### config.mk
export PLATFORM = sky130hd
export DESIGN_NAME = csd_recoder
export DESIGN_NICKNAME = d
export VERILOG_FILES = /design/src/rtl/csd_recoder.sv
export SDC_FILE = /design/constraint.sdc
export NUM_CORES = 1
export LEC_CHECK = 0
export BUFFER_PORTS_ARGS = -buffer_cell sky130_fd_sc_hd__buf_4
export CORE_MARGIN = 2
export CORE_UTILIZATION = 40
export CTS_BUF_LIST = sky130_fd_sc_hd__clkbuf_16
export CTS_CLUSTER_SIZE = 30
export DETAILED_ROUTE_END_ITERATION = 10
export HOLD_SLACK_MARGIN = 0.12
export PLACE_DENSITY = 0.73
export SKIP_CTS_REPAIR_TIMING = 1
export SLEW_MARGIN = 20
export SYNTH_ARGS = -nofsm -noshare
export SYNTH_HDL_FRONTEND = slang
export SYNTH_SLANG_ARGS = --single-unit
### constraint.sdc
create_clock -name clk -period 1.7 [get_ports clk]
set_input_delay 0.085 -clock clk [delete_from_list [all_inputs] [get_ports clk]]
set_output_delay 0.085 -clock clk [all_outputs]
set_load 0.02 [all_outputs]
### src/rtl/csd_recoder.sv
module csd_recoder #(
  parameter int WIDTH = 8,
  localparam int NDIG = WIDTH + 1,
  localparam int WW = $clog2(WIDTH + 2)
) (
  input  logic              clk,
  input  logic              rst_n,
  input  logic              start,
  input  logic [WIDTH-1:0]  operand,
  output logic [2*NDIG-1:0] digits,
  output logic [WW-1:0]     weight,
  output logic              done
);
  localparam int IW = $clog2(NDIG);

  logic [NDIG:0] sh;
  logic          carry;
  logic          busy;
  logic [IW-1:0] idx;

  wire nz    = sh[0] ^ carry;
  wire cnext = (sh[0] & sh[1]) | (sh[0] & carry) | (sh[1] & carry);
  wire [1:0] code = nz ? (sh[1] ? 2'b11 : 2'b01) : 2'b00;
  wire last  = idx == IW'(NDIG - 1);

  always_ff @(posedge clk or negedge rst_n) begin
    if (!rst_n) begin
      sh     <= '0;
      carry  <= 1'b0;
      busy   <= 1'b0;
      idx    <= '0;
      digits <= '0;
      weight <= '0;
      done   <= 1'b0;
    end else begin
      done <= 1'b0;
      if (start && !busy) begin
        sh     <= {2'b00, operand};
        carry  <= 1'b0;
        idx    <= '0;
        busy   <= 1'b1;
        digits <= '0;
        weight <= '0;
      end else if (busy) begin
        digits[2*idx +: 2] <= code;
        weight <= weight + WW'(nz);
        sh     <= sh >> 1;
        carry  <= cnext;
        idx    <= idx + 1'b1;
        if (last) begin
          busy <= 1'b0;
          done <= 1'b1;
        end
      end
    end
  end
endmodule

# Word level (Yosys, flattened, before mapping)
# Index checks and enable logic that the tools add are counted.
# totals
ff_bits	39
in_bits	11
output_inout_bits	23
# classes
n_addsub	3
eq_ne	1
shifts	2
mux	19
bitwise	6
reduce_logical	3
# ops
cell	count
$mux W18	2
$neg A5 Y34	1
$shift A2 B34 Y18 const A	1
$shiftx A2 B34 Y18	1
$mux W10	2
$bwmux W18	1
$mux W4	4
$mux W1	8
$add A4 B1 Y4	1
$add A4 B1 Y4 const B	1
$eq A4 B4 Y1 const B	1
$mux W2	2
$and A1 B1 Y1	3
$or A1 B1 Y1	2
$reduce_bool A2 Y1	1
$logic_and A1 B1 Y1	1
$logic_not A1 Y1	1
$xor A1 B1 Y1	1

# Logic depth before layout (Yosys ltp)
# Gate-level depths: netlist of run 1.
# logic_depth
word_depth	6
ltp_mapped	7

# Worst setup path before layout of run 1
# No wires, ideal clock.
# synth_path
path_kind	flip-flop to flip-flop
startpoint	register idx[0]
endpoint	register digits[1]
setup_time_ns	0.076
arrival_time_ns	1.686
required_time_ns	1.624
slack_ns	-0.062
stages_incl_launch_ff	8
path_buffers	1
synth_period_minus_slack_ns	1.762
path_cell_list	dfrtp_1 -> buf_2 -> inv_1 -> ha_1 -> nor4b_1 -> and3b_2 -> nand4_1 -> o21ai_1
# synth_between
elab_chain_cells	5
# synth_rtl
item	line	text
start, declared	19	logic [IW-1:0] idx;
start signal, assigned	49	idx <= idx + 1'b1;
$neg A5 Y34 (*)	45	digits[2*idx +: 2] <= code;
$shiftx A2 B34 Y18 or $shift A2 B34 Y18 (tied branches)	45	
$bwmux W18 (*)	45	
$mux W18 (*)	44	end else if (busy) begin
$mux W18 (*)	37	if (start && !busy) begin
end signal, assigned by index	45	
end, declared	10	output logic [2*NDIG-1:0] digits,
# Mark *: on every way between the ends. The rest lies on a longest branch, timed or not. The select of a mux whose other input is x is not followed.
# A chain may end at the register's enable or synchronous reset.

# Final worst setup path of run 1
# layout_path
startpoint	register idx[0]
endpoint	register digits[16]
# The elaborated chain is that of the path after synthesis.

==> flow_summary.ini, run 1 <==
[job]
cap_violations = 0

[timing]
hold_viol_final = 0
finalSetupTns_ns = 0
fin_crit_ns = 1.59
period_share_pct = 93.5
fin_ws_ns = 0.111
timing.fmax_mhz = 629
max_slew_margin_pct = 68.8
clock_skew_ns = 0.00314
rsz0062_at_grt = no
slew_violations = 0
tightest_slew_ns = 0.468
hold_slack_ns = 0.0965
setup_violations = 0

[cells_and_area]
area_growth_pct = 27.8
fin_cells = 272
drive_gt1_share_pct = 27.7
final_core_util_pct = 54.1
finalInstanceArea_sq_mm = 0.00239
antenna_cells = 0
final_common_cell = buf_4
mostFrequentLayoutCells = buf_4, dfrtp_1, nand2_1, mux2i_1, ha_1
nets = 240

[cts]
cts_sinks = 37
cts_buffers = 5
clk_latency_ns = 0.28
cts_tree = built
root_buffer = clkbuf_16
clkSlewWorstSetupHoldPaths_ns = 0.05
cts_buffer_depth = 2
h-tree-depth = 2

[setup_path]
critical-path-top-delay-family = simple AND/OR/NAND/NOR gates
required_ns = 1.90
endpoint_kind = flop
slowest_stage = dfrtp_1
slowest_delay_ns = 0.41
crit_fanout = 7
crit_arrival_ns = 1.79
crit_buf_inv = 1
crit_path_cell_trace = inv_1 > ha_4 > nor3_1 > and3_1 > mux2i_1
cp-start-kind = flop
crit_type = reg2reg

[hold_path]
hold_path_class = in2reg

[yosys]
synth_area_sq_mm = 0.00187
synth-seq-cells = 37
synth_seq_area_share_pct = 49.6
syn_inst = 176
synth.avg_cell_area_sq_um = 10.6
netlist.area_leader.share_pct = 49.6
synth.net_count = 196
yosysTopAreaCell = dfrtp_1
synth.area.top_cells = dfrtp_1, mux2i_1, nand2_1
yosysWarnings = 0
ys_types = 35

[detailed_routing]
met1_length_microns = 1610
dr.pass1.iters = 4
routed_wl_microns = 3670
maxUsedRoutingLayer = met4
routedWlPerCell_microns = 13.5
met2_length_microns = 1800
first_iter_violations = 57
remaining_drc_errors = 0
dr_wl_met3_microns = 204
via_per_inst = 5.06
ant_nets = 0
vias = 1377

[placement]
placed_cells = 262
place_hpwl_microns = 2680
dp_slack_ns = 0.0658
portBuffers = 33
placed_cell_area_sq_mm = 0.00221
gp_congestion = 0.848

[die]
die_area_sq_mm = 0.00523
die_h_microns = 72.3
rows = 24
initial_core_util_pct = 42.3
die_x_microns = 72.3
ios = 34
core_sq_mm = 0.00441

[global_routing]
grt_pass1_vias = 1338
grt_pass1_wl_microns = 6270
grt_usage_pct = 15.6
grt_remaining_overflow = 0
grt_max_degree = 38
antenna_found_initial = 0

[power_and_ir_drop]
vdd_drop_max_mv = 1.16
fin_total_pwr_mw = 4.59
cellLeakagePower_nw = 1.20
p_per_area_mw_per_mm2 = 1920

[status]
status = complete, no violations
[Yosys cell counts]
cell	n
nand4_1	2
nor3_1	4
xor2_2	1
ha_1	9
nand3b_1	1
buf_6	1
o21ai_0	6
and2_1	1
nand2_2	3
nand2b_1	1
o21bai_1	1
buf_2	3
nor3_2	1
or3_1	1
nand3_1	6
and3b_2	1
dfrtp_1	37
and3_1	4
a211oi_1	1
mux2i_1	23
xor2_1	2
a22o_1	6
xnor2_1	2
o21ai_1	4
mux2_2	1
inv_1	5
a22o_2	1
buf_4	2
nor2b_1	3
nor4b_1	1
nor2_1	6
o22a_1	1
nor2_2	2
nand2_1	31
clkbuf_1	2
[worst register-to-register path, stage by stage, from the launching register on]
cell	delay [ns]
dfrtp_1	0.41
inv_1	0.11
ha_4	0.28
nor3_1	0.25
and3_1	0.25
mux2i_1	0.20
[report_power, final]
part | switching [mW] | total (mW) | internal [mW]
Combinational | 1.24 | 2.28 | 1.04
Clock | 0.322 | 0.846 | 0.523
Sequential | 0.252 | 1.46 | 1.21
[layer usage]
metal	vias to the layer above	track usage, %
li1	692	-
met1	645	19.9
met2	33	25.3
met3	7	4.17
met4	0	6.29
met5	-	0
[kinds of logic after synthesis]
group | synth area share, %
buf+inv | 3.62
compound gates | 7.31
mux | 12.9
flops | 49.6
xor+xnor | 2.75
simple gates | 17.8
fa+ha+maj | 6.03
[cell type report]
class	instances	area, sq um
Sequential cell	37	927
Inverter	5	18.8
Clock inverter	2	7.51
Timing Repair Buffer	45	345
Clock buffer	5	125
Multi-Input combinational cell	126	897
Tap cell	52	65.1
Fill cell	407	2030
[flip-flops by register name (all words and copies together) (netlist names)]
signal and count:
weight 4, carry 1, busy 1, digits 18
idx 4, done 1, sh 8
[path summary, 6_finish.rpt]
check | slack (ns) | endpoint | depth (start not counted) | start
min in group asynchronous | 0.30 | digits[17] | 2 | rst_n
max | 0.11 | digits[16] | 5 | idx[0]
min | 0.1 | sh[1] | 3 | operand[1]
max in group asynchronous | 1.03 | idx[1] | 2 | rst_n
max reg2reg | 0.11 | digits[16] | 5 | idx[0]
min reg2reg | 0.48 | sh[6] | 2 | sh[7]
Power figures use the tool's default switching activity.
==> run 2, diff against run 1 <==
--- a/config.mk
+++ b/config.mk
@@ -9,3 +9,3 @@
 export CORE_MARGIN = 2
-export CORE_UTILIZATION = 40
+export CORE_UTILIZATION = 49
 export CTS_BUF_LIST = sky130_fd_sc_hd__clkbuf_16
@@ -14,3 +14,4 @@
 export HOLD_SLACK_MARGIN = 0.12
-export PLACE_DENSITY = 0.73
+export PLACE_DENSITY = 0.84
+export SETUP_SLACK_MARGIN = 0.02
 export SKIP_CTS_REPAIR_TIMING = 1
--- a/constraint.sdc
+++ b/constraint.sdc
@@ -3,2 +3,2 @@
 set_output_delay 0.085 -clock clk [all_outputs]
-set_load 0.02 [all_outputs]
+set_load 0.1 [all_outputs]
==> flow_summary.ini, run 2 (synthesized netlist as in run 1, its figures left out) <==
[status]
status = complete, no violations

[detailed_routing]
ant_nets = 0
routedWlPerCell_microns = 13.7
dr.pass1.iters = 5
remaining_drc_errors = 0
via_per_inst = 5.23
routed_wl_microns = 3700
vias = 1407
first_iter_violations = 64

[global_routing]
grt_max_degree = 38
antenna_found_initial = 0
grt_pass1_wl_microns = 6260
grt_remaining_overflow = 0
grt_usage_pct = 19.3
grt_pass1_vias = 1389

[cells_and_area]
largest-register = digits
mostFrequentLayoutCells = buf_4, dfrtp_1, nand2_1, mux2i_1, ha_1
top_regs = digits: 18 flops, sh: 8 flops
multi_input_area_sq_um = 905
nets = 240
fin_cells = 269
largest_reg_flops = 18
num-fill-cells = 328
final_common_cell = buf_4
drive_gt1_share_pct = 29.0
antenna_cells = 0
regArea_sq_um = 928
area_growth_pct = 28.2

[die]
die_area_sq_mm = 0.00432
ios = 34
die_x_microns = 65.7
die_h_microns = 65.7
initial_core_util_pct = 51.0
core_sq_mm = 0.00366
rows = 22

[setup_path]
crit_fanout = 3
r2r_slack_ns = 0.05
r2r_end = digits[1]
crit_arrival_ns = 1.85
cp-start-kind = flop
reg2reg_depth = 6
endpoint_kind = flop
reg2reg_from = idx[1]
required_ns = 1.90
crit_type = reg2reg

[hold_path]
whs_path_depth = 3
whs_endpoint = sh[3]
hold_start = operand[3]
hold_path_class = in2reg

[placement]
gp_congestion = 0.797
placed_cells = 256
portBuffers = 33
place_hpwl_microns = 2520

[timing]
period_share_pct = 97.0
rsz0062_at_grt = yes
tightest_slew_ns = 0.455
fin_crit_ns = 1.65
setup_violations = 0
clock_skew_ns = 0.00505
hold_viol_final = 0
slew_violations = 0
timing.fmax_mhz = 606
max_slew_margin_pct = 69.7

[cts]
cts_tree = built
h-tree-depth = 2
cts_sinks = 37
cts_buffer_depth = 2
clkSlewWorstSetupHoldPaths_ns = 0.05
clk_latency_ns = 0.28
cts_buffers = 5
root_buffer = clkbuf_16

[job]
cap_violations = 0
run 2: cell types whose count changed in the layout (fill, tap and decap cells not counted), sizes merged:
cell / before / now
inv: 6 / 7
run 2: area by class of cell:
type | instances | area share (%)
Inverter | 5 | 0.784
Sequential cell | 37 | 38.8
Clock buffer | 5 | 5.23
Tap cell | 48 | 2.51
Clock inverter | 3 | 0.470
Multi-Input combinational cell | 126 | 37.8
Timing Repair Buffer | 45 | 14.4
run 2: metal layers:
metal / part of all wire [%] / track usage (%) / wire length, microns / vias up
met1: 44 / 23.1 / 1620 / 668
met2: 49 / 32.4 / 1820 / 36
met4: 1.4 / 7.03 / 51 / 0
met3: 5.4 / 5.99 / 201 / 8
met5: 0 / 0 / 0 / -
li1: - / - / - / 695
run 2: through the flow:
stage	cell area [sq um]	worst slack, ns	setup TNS [ns]	hold WS (ns)	util, %
after global placement	2190	0.137	0	0.0695	59.9
after global routing	2390	-0.0466	-0.0466	0.137	65.4
after CTS	2330	-0.0376	-0.0376	-0.225	63.6
final	2390	0.0503	0	0.0972	65.4
after floorplan	1880	0.0502	0	-0.211	-
after detailed placement	2190	0.0605	0	0.0695	59.9
run 2: worst max-delay path, stage by stage (launching register included):
cell and delay (ns):
dfrtp_2 0.42, nor3_2 0.16, ha_1 0.28, nor4b_2 0.20, and3b_2 0.25, nand4_1 0.13
o21ai_1 0.12
run 2: how the worst max path moves through the flow:
| stage | slack [ns] | from | end |
|---|---|---|---|
| global route | -0.05 | idx[1] | digits[1] |
| global placement | 0.14 | idx[1] | digits[1] |
| detailed placement | 0.06 | idx[1] | digits[1] |
| floorplan | 0.05 | idx[0] | digits[1] |
| finish | 0.05 | idx[1] | digits[1] |
| CTS | -0.04 | idx[1] | digits[1] |
Power of run 2 is left out: the tool's default activity adds up to more than one toggle a clock period on the data nets, which glitch-free logic cannot reach.
